File: config.mk
export PLATFORM = sky130hd
export DESIGN_NAME = refdiv_top
export DESIGN_NICKNAME = d
export VERILOG_FILES = /design/src/rtl/refdiv_pkg.sv /design/src/rtl/refsel_reg.sv /design/src/rtl/ref_counter.sv /design/src/rtl/refdiv_top.sv
export SDC_FILE = /design/constraint.sdc
export NUM_CORES = 1
export LEC_CHECK = 0
export ABC_AREA = 0
export BUFFER_PORTS_ARGS = -buffer_cell sky130_fd_sc_hd__buf_2
export CORE_MARGIN = 4
export CORE_UTILIZATION = 38
export DETAILED_ROUTE_END_ITERATION = 12
export PLACE_DENSITY = 0.59
export SLEW_MARGIN = 20
export SYNTH_ARGS = -nofsm -noshare
export SYNTH_HDL_FRONTEND = slang
export SYNTH_SLANG_ARGS = --single-unit
File: constraint.sdc
create_clock -name clk -period 6.14 [get_ports clk]
set_clock_uncertainty 0.1 [all_clocks]
set_input_delay 1.228 -clock clk [delete_from_list [all_inputs] [get_ports clk]]
set_output_delay 1.228 -clock clk [all_outputs]
set_load 0.02 [all_outputs]
File: src/rtl/refdiv_pkg.sv
package refdiv_pkg;
  localparam int SEL_W     = 4;
  localparam int MAX_RATIO = 75;
  localparam int CNT_W     = $clog2(MAX_RATIO + 1);

  // Divide ratio for a select code; zero marks an off code.
  function automatic logic [CNT_W-1:0] ratio_of(input logic [SEL_W-1:0] code);
    logic [CNT_W-1:0] r;
    case (code)
      4'd0:    r = CNT_W'(75);
      4'd1:    r = CNT_W'(54);
      4'd2:    r = CNT_W'(48);
      4'd3:    r = CNT_W'(27);
      4'd4:    r = CNT_W'(25);
      4'd5:    r = CNT_W'(24);
      4'd6:    r = CNT_W'(15);
      4'd7:    r = CNT_W'(12);
      4'd8:    r = CNT_W'(6);
      4'd9:    r = CNT_W'(3);
      default: r = '0;
    endcase
    return r;
  endfunction
endpackage

File: src/rtl/refsel_reg.sv
module refsel_reg #(
  parameter int SEL_W = 4
) (
  input  logic             clk,
  input  logic             rst_n,
  input  logic             sel_wr,
  input  logic [SEL_W-1:0] sel_wdata,
  output logic [SEL_W-1:0] sel_q,
  output logic             reload_q
);
  always_ff @(posedge clk or negedge rst_n) begin
    if (!rst_n) begin
      sel_q    <= '1;
      reload_q <= 1'b0;
    end else begin
      reload_q <= sel_wr;
      if (sel_wr) sel_q <= sel_wdata;
    end
  end

  assert_reload_follows_R5: assert property (@(posedge clk) disable iff (!rst_n)
    sel_wr |=> reload_q);
  assert_reload_only_after_write_R5: assert property (@(posedge clk) disable iff (!rst_n)
    reload_q |-> $past(sel_wr));
endmodule

File: src/rtl/ref_counter.sv
module ref_counter #(
  parameter int CNT_W = 7
) (
  input  logic             clk,
  input  logic             rst_n,
  input  logic             restart,
  input  logic             off,
  input  logic [CNT_W-1:0] ratio,
  output logic             ref_pulse,
  output logic             wrap
);
  logic [CNT_W-1:0] cnt;
  logic             pulse_q;

  assign wrap = (cnt == ratio - 1'b1);

  always_ff @(posedge clk or negedge rst_n) begin
    if (!rst_n) begin
      cnt     <= '0;
      pulse_q <= 1'b0;
    end else if (restart || off) begin
      cnt     <= '0;
      pulse_q <= 1'b0;
    end else if (wrap) begin
      cnt     <= '0;
      pulse_q <= 1'b1;
    end else begin
      cnt     <= cnt + 1'b1;
      pulse_q <= 1'b0;
    end
  end

  assign ref_pulse = pulse_q & ~off;

  assert_pulse_single_R2: assert property (@(posedge clk) disable iff (!rst_n)
    ref_pulse |=> !ref_pulse);
  assert_cnt_bound_R2: assert property (@(posedge clk) disable iff (!rst_n)
    !off |-> (cnt < ratio));
  assert_restart_zero_R3: assert property (@(posedge clk) disable iff (!rst_n)
    $past(restart) |-> (cnt == '0));
  assert_off_quiet_R4: assert property (@(posedge clk) disable iff (!rst_n)
    off |-> !ref_pulse);
endmodule

File: src/rtl/refdiv_top.sv
module refdiv_top
  import refdiv_pkg::*;
#(
  parameter int SW = SEL_W,
  parameter int CW = CNT_W
) (
  input  logic          clk,
  input  logic          rst_n,
  input  logic          sel_wr,
  input  logic [SW-1:0] sel_wdata,
  input  logic          inh_en,
  input  logic          inh_pin,
  output logic          ref_pulse,
  output logic          pcnt_reload,
  output logic          pcnt_stop,
  output logic          ifc_stop,
  output logic          cmp_stop
);
  logic [SW-1:0] sel_q;
  logic [CW-1:0] ratio;
  logic          code_off, inh_off, pll_off, wrap;

  refsel_reg #(.SEL_W(SW)) u_sel (
    .clk(clk), .rst_n(rst_n), .sel_wr(sel_wr), .sel_wdata(sel_wdata),
    .sel_q(sel_q), .reload_q(pcnt_reload)
  );

  assign ratio    = CW'(ratio_of(SEL_W'(sel_q)));
  assign code_off = (ratio == '0);
  assign inh_off  = inh_en & inh_pin;
  assign pll_off  = code_off | inh_off;

  ref_counter #(.CNT_W(CW)) u_cnt (
    .clk(clk), .rst_n(rst_n), .restart(sel_wr), .off(pll_off),
    .ratio(ratio), .ref_pulse(ref_pulse), .wrap(wrap)
  );

  assign pcnt_stop = pll_off;
  assign ifc_stop  = pll_off;
  assign cmp_stop  = pll_off;

  assert_inhibit_stops_R6: assert property (@(posedge clk) disable iff (!rst_n)
    inh_off |-> (!ref_pulse && cmp_stop));
  assert_run_clear_R7: assert property (@(posedge clk) disable iff (!rst_n)
    ref_pulse |-> (!pcnt_stop && !ifc_stop));
endmodule

==> flow_summary.toml, run 1 <==
[layout]
multi_input_area_um2 = 786
finalInstanceArea_um2 = 1280
fin_nets = 157
synthToLayoutAreaGrowth_pct = 5.04
drive_gt1_frac = 0.225
num-fill-cells = 326
regArea_um2 = 330
antenna_cells = 0

[critical_path]
timing.rr.start = "u_sel.sel_q[1]"
crit_buf_inv = 2
cp_max_fo = 11
reg2reg_slack_ns = 2.46
start_kind = "flip-flop"
r2r_end = "u_cnt.pulse_q"
endpoint_kind = "output pin"
critical-path-top-delay-family = "compound AO/OA/AOI/OAI gates"
slowest_stage = "dfstp_2"
cp_common_cell = "ha_1"
critPathMaxStageDelay_ns = 0.59
reg2reg_depth = 10
crit_required_ns = 4.81
crit_chain = "inv_1 -> ha_1 -> nor2b_1 -> o31a_1 -> ha_1 -> a32o_1 -> nor2_1 -> buf_2"
worstPathArrival_ns = 2.86
path_class = "reg -> out"

[synthesis]
synth_top_family_by_area = "simple AND/OR/NAND/NOR gates"
synth-edff-count = 0
synth_top_area_frac = 0.185
synth_compound_area_frac = 0.165
synthFlopType = "dfrtp_1"
synthSimpleGateAreaFrac = 0.237
ys_seq_elements = 13
yosys_warnings = 0
ys_types = 45
synthXorXnorAreaFrac = 0.0648
synth_nets = 153
muxShareOfSynthArea = 0.0874
syn_inst = 135
syn-cell-area_um2 = 1220
synth.most_common_cell = "nand2_1"
synth-seq-area-share = 0.272
async_reset_ff_frac = 1.00
synth.area.top_cells = "dfrtp_1, ha_1, dfstp_2"
syn_avg_cell_area_um2 = 9.01
ys_top_cells_by_count = "nand2_1, dfrtp_1, ha_1, nor2_1, o21ai_0"
synth_fa_ha_area_frac = 0.0926
synth_area_leader_cell = "dfrtp_1"

[sta]
fin_crit_sh = 0.682
holdWs_ns = 0.463
setup-violations-final = 0
maxSlewHeadroom = 0.681
worst_pin_slew_ns = 0.477
rsz0062_at_grt = "false"
slew_violations = 0
finalHoldViolations = 0
fmax_ghz = 0.239
setup_tns_ns = 0
min_period_ns = 4.19

[route]
final_antenna_net_count = 0
dr.pass1.iters = 4
num_vias = 1000
via_per_inst = 5.49
wl_um = 2550
initialDrtViolationCount = 66
wl_per_cell_um = 14.0
drcViolationCount = 0

[cts]
clk_pin_slew_ns = 0.08
cts.hold.buffers_added = 0
cts_setup_buffers = 0
root_buffer = "clkbuf_4"
cts_buffer_depth = 2
cts_tree = "done"
clk_latency_ns = 0.27
cts_buffers = 3
clock_sinks = 13
htreeDepth = 1
cts_resized = 0

[global_route]
antenna_found_initial = 0
grtUsageTotal = 0.136
grt_max_degree = 29
grt_overflow = 0
grt_pass1_vias = 976
grt_pass1_wl_um = 4630

[run_status]
status = "completed"

[hold_path]
hold_end = "u_cnt.cnt[0]"
hp-class = "reg -> reg"
holdPathStages = 1
min_from = "u_cnt.cnt[0]"

[placed_design]
portBuffers = 13
placed_cell_area_um2 = 1250
place_hpwl_um = 1930
globalplace.congestion = 0.838

[die]
die_h_um = 64.6
start_util = 0.398
chipWidth_um = 64.6
dieArea_um2 = 4170
num_io_pins = 14
rows = 20
coreArea_um2 = 3050

[run]
max_cap_violations = 0

[pwr]
ir_worst_vdd_v = 0.000177
powerDensity_nw_per_um2 = 202
leakagePower_uw = 0.000506
power_uw = 258
==> worst reg2reg max path: cells and delay by family, from the launching register on <==
| kind | cells | cell delay [ns] |
|---|---|---|
| and+or+nand+nor | 3 | 1.10 |
| AOI/OAI and AO/OA | 3 | 0.96 |
| adders and majority gates | 2 | 0.62 |
| DFF | 1 | 0.59 |
| xor gates and xnor gates | 1 | 0.13 |
| buffers and inverters | 1 | 0.12 |
==> power by group <==
| part | leakage, µW | total, µW | switching, µW | internal [µW] |
|---|---|---|---|---|
| logic | 0.000327 | 101 | 54.6 | 46.2 |
| clock network | 0.0000150 | 52.5 | 27.4 | 25.1 |
| registers | 0.000164 | 105 | 12.1 | 92.7 |
==> cells in the final DEF, fill, tap and decap left out, types with 5 or more instances in the layout <==
master	count
ha_1	9
nor3_1	5
mux2_2	6
nand2_1	10
o21ai_0	8
nor2_1	9
buf_2	13
nor4_1	6
dfrtp_1	9
xnor2_1	7
==> routing by layer <==
layer  share of wire  global-route usage  vias up  wire [µm]
li1                -                   -      496          -
met1            0.50               0.200      480       1280
met2            0.45               0.207       20       1150
met3           0.036              0.0104        4         91
met4           0.011              0.0528        0         27
met5               0                   0        -          0
==> layout make-up <==
class | count | share of cell area
tap | 44 | 0.0431
sequential | 13 | 0.259
timing repair buffer | 13 | 0.0509
clock buffer | 4 | 0.0206
inverter | 4 | 0.0118
multi-input combinational | 104 | 0.615
==> flip-flops by register name, indices dropped and copies added, names as in the netlist <==
register        cells
u_cnt.cnt           7
u_sel.sel_q         4
u_cnt.pulse_q       1
u_sel.reload_q      1
==> per-stage QoR <==
step	util	setup slack, ns	cells
final	0.418	1.95	182
after global routing	0.418	1.73	182
after CTS	0.418	1.95	182
after detailed placement	0.410	2.27	178
after global placement	0.410	2.40	178
after floorplan	-	2.22	135
==> worst max path at each step <==
stage                               from         to  slack, ns  depth (start not counted)
after floorplan           u_sel.sel_q[1]  ref_pulse       2.22                          9
after global placement    u_sel.sel_q[1]   cmp_stop       2.40                          7
after detailed placement  u_sel.sel_q[1]  ref_pulse       2.27                          8
after CTS                 u_sel.sel_q[1]  ref_pulse       1.95                          8
after global routing      u_sel.sel_q[1]  ref_pulse       1.73                          8
final                     u_sel.sel_q[1]  ref_pulse       1.95                          8
==> kinds of logic (layout without fill, tap and decap cells) <==
| group | after synthesis | in the layout |
|---|---|---|
| xor+xnor | 9 | 9 |
| mux | 9 | 9 |
| fa+ha+maj | 9 | 9 |
| compound gates | 27 | 27 |
| simple gates | 50 | 50 |
| buf+inv | 18 | 21 |
| flops | 13 | 13 |
Power figures use the tool's default switching activity.
==> inputs of run 2 (changes only) <==
--- a/config.mk
+++ b/config.mk
@@ -5,12 +5,12 @@
 export SDC_FILE = /design/constraint.sdc
 export NUM_CORES = 1
 export LEC_CHECK = 0
-export ABC_AREA = 0
+export ABC_AREA = 1
 export BUFFER_PORTS_ARGS = -buffer_cell sky130_fd_sc_hd__buf_2
 export CORE_MARGIN = 4
 export CORE_UTILIZATION = 38
 export DETAILED_ROUTE_END_ITERATION = 12
-export PLACE_DENSITY = 0.59
+export PLACE_DENSITY = 0.6
 export SLEW_MARGIN = 20
 export SYNTH_ARGS = -nofsm -noshare
 export SYNTH_HDL_FRONTEND = slang
==> constraint.sdc (replaced) <==
create_clock -name clk -period 4.4 [get_ports clk]
set_clock_uncertainty 0.1 [all_clocks]
set_input_delay 0.88 -clock clk [delete_from_list [all_inputs] [get_ports clk]]
set_output_delay 0.88 -clock clk [all_outputs]
set_load 0.02 [all_outputs]
==> run 2 against run 1 <==
Net effect: clock power up 44%; global-route usage grew 0.26 points; design area shrank 12%; via count decreased by 8.0%; critical path depth increased by 3; synthesized cell count increased by 5.2%; final cell count is 1.6% higher; highest routed layer unchanged; die area decreased by 14%; largest power group unchanged; sequential power up 30%.
==> flow_summary.toml, run 2 <==
[layout]
finalInstanceArea_um2 = 1120
largest_reg_flops = 7
fin_nets = 174
final_cell_mix = "nand2_1, nand3_1, nor2_1, inv_1, buf_2"
antenna_cells = 0
utilization = 0.444
largestRegisters = "u_cnt.cnt x7, u_sel.sel_q x4"
regMostFlops = "u_cnt.cnt"
synthToLayoutAreaGrowth_pct = 9.80
drive_gt1_frac = 0.226
layout_commonest_cell = "nand2_1"

[die]
start_util = 0.405
dieArea_um2 = 3580
coreArea_um2 = 2520
rows = 18
die_h_um = 59.8
num_io_pins = 14
chipWidth_um = 59.8

[pwr]
leakagePower_uw = 0.000582
powerDensity_nw_per_um2 = 299
ir_worst_vdd_v = 0.000216

[sta]
fmax_ghz = 0.303
setup-violations-final = 0
finalHoldViolations = 0
worst_pin_slew_ns = 0.305
maxSlewHeadroom = 0.797
fin_crit_sh = 0.750
rsz0062_at_grt = "false"
slew_violations = 0
min_period_ns = 3.30
setup_tns_ns = 0

[placed_design]
portBuffers = 13
globalplace.congestion = 0.779
place_hpwl_um = 1730
placed_cell_area_um2 = 1090

[critical_path]
start_kind = "flip-flop"
path_class = "reg -> out"
reg2reg_depth = 15
endpoint_kind = "output pin"
crit_required_ns = 3.42
worstPathArrival_ns = 2.32
cp_max_fo = 5

[global_route]
grtUsageTotal = 0.139
grt_max_degree = 14
grt_pass1_vias = 871
grt_overflow = 0
grt_pass1_wl_um = 3680
antenna_found_initial = 0

[synthesis]
synth.area.top_cells = "dfrtp_1, nand2_1, ha_1"
synth-edff-count = 0
synth_nets = 160
syn-cell-area_um2 = 1020
syn_avg_cell_area_um2 = 7.19
synth-seq-area-share = 0.324
ys_types = 22
ys_top_cells_by_count = "nand2_1, nand3_1, nor2_1, inv_1"
synth_area_leader_cell = "dfrtp_1"
syn_inst = 142
synth.most_common_cell = "nand2_1"
yosys_warnings = 0
synthFlopType = "dfrtp_1"
async_reset_ff_frac = 1.00
synth_top_area_frac = 0.221
ys_seq_elements = 13

[run]
max_cap_violations = 0

[route]
wl_um = 2110
drcViolationCount = 0
wl_per_cell_um = 11.4
initialDrtViolationCount = 35
via_per_inst = 4.97
num_vias = 920
dr.pass1.iters = 4
final_antenna_net_count = 0

[cts]
clk_pin_slew_ns = 0.08
cts_buffer_depth = 2
cts_buffers = 3
cts_setup_buffers = 0
root_buffer = "clkbuf_4"
cts_tree = "done"
clock_sinks = 13
clk_latency_ns = 0.28
cts_resized = 0
htreeDepth = 1
cts.hold.buffers_added = 0

[run_status]
status = "completed"

[hold_path]
hp-class = "in -> async"
-- run 2: kinds of logic after synthesis --
group	after synthesis	share of synthesized area
AND/OR/NAND/NOR	87	0.408
buffers and inverters	21	0.0919
adder cells (fa/ha/maj)	9	0.110
flip-flops	13	0.324
XOR/XNOR	2	0.0172
AO/OA/AOI/OAI	10	0.0490
-- run 2: layout make-up --
type / instances / area [µm²]
clock buffer: 3 / 22.5
clock inverter: 1 / 5.00
fill: 260 / 1400
inverter: 17 / 63.8
multi-input combinational: 108 / 597
sequential: 13 / 330
tap: 30 / 37.5
timing repair buffer: 13 / 65.1
-- run 2: critical path, cell delays in order, from the launching register on --
cell and delay, ns:
dfstp_2 0.57, inv_1 0.10, ha_1 0.31, nand2_2 0.09
nand3_2 0.09, nand2_2 0.10, inv_1 0.08, ha_1 0.20
nand3_1 0.08, nand2_1 0.13, nor2_1 0.11, buf_2 0.17
-- run 2: per-stage QoR --
step	setup slack [ns]	std cells	hold WS, ns	total power (µW)
final	1.10	185	0.374	335
after global routing	0.943	185	0.374	366
after CTS	1.07	185	0.374	339
after detailed placement	1.39	181	0.501	263
after global placement	1.52	181	0.483	259
after floorplan	1.39	142	0.436	237
-- run 2: report_power, final --
group          internal [µW]  total (µW)  switching, µW
Combinational           42.3         123           80.5
Sequential               129         137           8.17
Clock                   33.8        75.5           41.7
-- run 2: path summary, 6_finish.rpt --
path                                      from             end  slack (ns)
worst max-delay path            u_sel.sel_q[0]       ref_pulse        1.10
worst min-delay path                     rst_n    u_cnt.cnt[5]        0.37
worst max register to register  u_sel.sel_q[0]    u_cnt.cnt[0]        1.68
worst min register to register    u_cnt.cnt[6]    u_cnt.cnt[6]        0.52
max in group asynchronous                rst_n  u_sel.sel_q[0]        3.54
min in group clk                  u_cnt.cnt[6]    u_cnt.cnt[6]        0.52
-- run 2: layer usage --
metal / global-route usage / part of all wire
met2: 0.228 / 0.47
met4: 0.0823 / 0.028
met3: 0.0130 / 0.037
met5: 0 / 0
met1: 0.175 / 0.47
==> inputs of run 3 (changes only) <==
==> constraint.sdc (replaced) <==
create_clock -name clk -period 3.2 [get_ports clk]
set_clock_uncertainty 0.1 [all_clocks]
set_input_delay 0.64 -clock clk [delete_from_list [all_inputs] [get_ports clk]]
set_output_delay 0.64 -clock clk [all_outputs]
set_load 0.02 [all_outputs]
==> run 3 against run 2 <==
Net effect: register-to-register slack lost 1.2 ns; first-iteration DRC count shrank 23%; combinational power grew 36%; final cell count is the same; flip-flop and latch count is the same; via count shrank 2.7%; clock-buffer cell count is the same; non-clock buffer count is the same; power grew 37%; global-route usage grew 0.32 points; critical path depth is the same; critical path type unchanged; critical endpoint unchanged.
==> flow_summary.toml, run 3 (synthesis results as in run 2) <==
[run_status]
status = "completed"

[die]
chipWidth_um = 59.8
start_util = 0.405
die_h_um = 59.8
dieArea_um2 = 3580
rows = 18
num_io_pins = 14
coreArea_um2 = 2520

[cts]
root_buffer = "clkbuf_4"
htreeDepth = 1
cts_buffers = 3
clock_sinks = 13
cts_setup_buffers = 0
clk_latency_ns = 0.28
cts_tree = "done"
cts_buffer_depth = 2
clk_pin_slew_ns = 0.08

[sta]
maxSlewHeadroom = 0.799
worst_pin_slew_ns = 0.301
setup_tns_ns = 0
rsz0062_at_grt = "false"
holdWs_ns = 0.133
setup-violations-final = 0
finalHoldViolations = 0
slew_violations = 0
fin_crit_sh = 0.939
min_period_ns = 3.01
fmax_ghz = 0.333

[critical_path]
path_class = "reg -> out"
reg2reg_depth = 15
reg2reg_slack_ns = 0.51
cp_max_fo = 5
start_kind = "flip-flop"
crit_required_ns = 2.46
worstPathArrival_ns = 2.27
endpoint_kind = "output pin"

[route]
num_vias = 895
drcViolationCount = 0
initialDrtViolationCount = 27
final_antenna_net_count = 0
dr.pass1.iters = 4
via_per_inst = 4.84
wl_per_cell_um = 11.3
wl_um = 2090

[layout]
synthToLayoutAreaGrowth_pct = 9.80
regMostFlops = "u_cnt.cnt"
drive_gt1_frac = 0.232
regArea_um2 = 330
largest_reg_flops = 7
final_cell_mix = "nand2_1, nand3_1, nor2_1, inv_1, buf_2"
num-fill-cells = 271
fin_nets = 174
largestRegisters = "u_cnt.cnt x7, u_sel.sel_q x4"
finalInstanceArea_um2 = 1120
multi_input_area_um2 = 597
antenna_cells = 0
finalNonFillerCells = 185
layout_commonest_cell = "nand2_1"

[global_route]
grt_pass1_wl_um = 3760
grt_pass1_vias = 892
grt_overflow = 0
grtUsageTotal = 0.142
grt_max_degree = 14
antenna_found_initial = 0

[placed_design]
place_hpwl_um = 1730
placed_cell_area_um2 = 1090
dp.cells = 181
portBuffers = 13
globalplace.congestion = 0.779

[pwr]
leakagePower_uw = 0.000581
p_int_uw = 282
p_sw_uw = 177
pwr-share-comb = 0.365
ir_worst_vdd_v = 0.000296
seq_power_share = 0.411
clockPowerShare = 0.224
powerDensity_nw_per_um2 = 409
p_sw_frac = 0.386

[hold_path]
hp-class = "in -> async"

[run]
max_cap_violations = 0
[run 3: cell types whose count changed in the layout (fill, tap and decap cells not counted)]
cell and delta:
inv_1 -1, inv_2 +1
[run 3: final cells by class]
type	instances	area share
sequential	13	0.295
clock buffer	3	0.0201
timing repair buffer	13	0.0580
multi-input combinational	108	0.532
tap	30	0.0335
clock inverter	1	0.00446
inverter	17	0.0569
[run 3: final timing paths]
kind	start	end
setup / recovery	u_sel.sel_q[0]	ref_pulse
hold / removal	rst_n	u_cnt.cnt[0]
setup reg to reg	u_sel.sel_q[0]	u_cnt.cnt[5]
hold reg to reg	u_sel.sel_q[1]	u_sel.sel_q[1]
max in group asynchronous	rst_n	u_sel.sel_q[1]
min in group clk	sel_wdata[3]	u_sel.sel_q[3]
[run 3: power by group through the flow]
stage	Clock (µW)	Combinational [µW]	Sequential, µW
after global placement	0	165	191
final	103	167	189
after global routing	119	194	191
after floorplan	0	139	187
after CTS	108	169	188
after detailed placement	0	169	192
[run 3: stage by stage]
stage | utilization | worst slack [ns] | total power, µW
final | 0.444 | 0.194 | 459
after global routing | 0.444 | 0.00490 | 504
after CTS | 0.444 | 0.162 | 466
after detailed placement | 0.434 | 0.482 | 360
after global placement | 0.434 | 0.554 | 356
after floorplan | - | 0.434 | 326
[run 3: metal layers]
layer	global-route usage	wire length [µm]	vias to the layer above
li1	-	-	477
met1	0.180	1000	397
met2	0.233	971	16
met3	0.0130	55	5
met4	0.0854	55	0
met5	0	0	-
[run 3: critical path: stages (launching register included)]
cell,delay (ns)
dfstp_2,0.57
inv_1,0.10
ha_1,0.32
nand2_2,0.10
nand3_2,0.09
nand2_2,0.10
inv_1,0.07
ha_1,0.19
nand3_1,0.07
nand2_1,0.12
nor2_1,0.10
buf_2,0.16
[run 3: timing repair]
item                       CTS  global route
gates resized for setup      0             1
setup endpoints to repair    0             1
hold buffers                 0             0
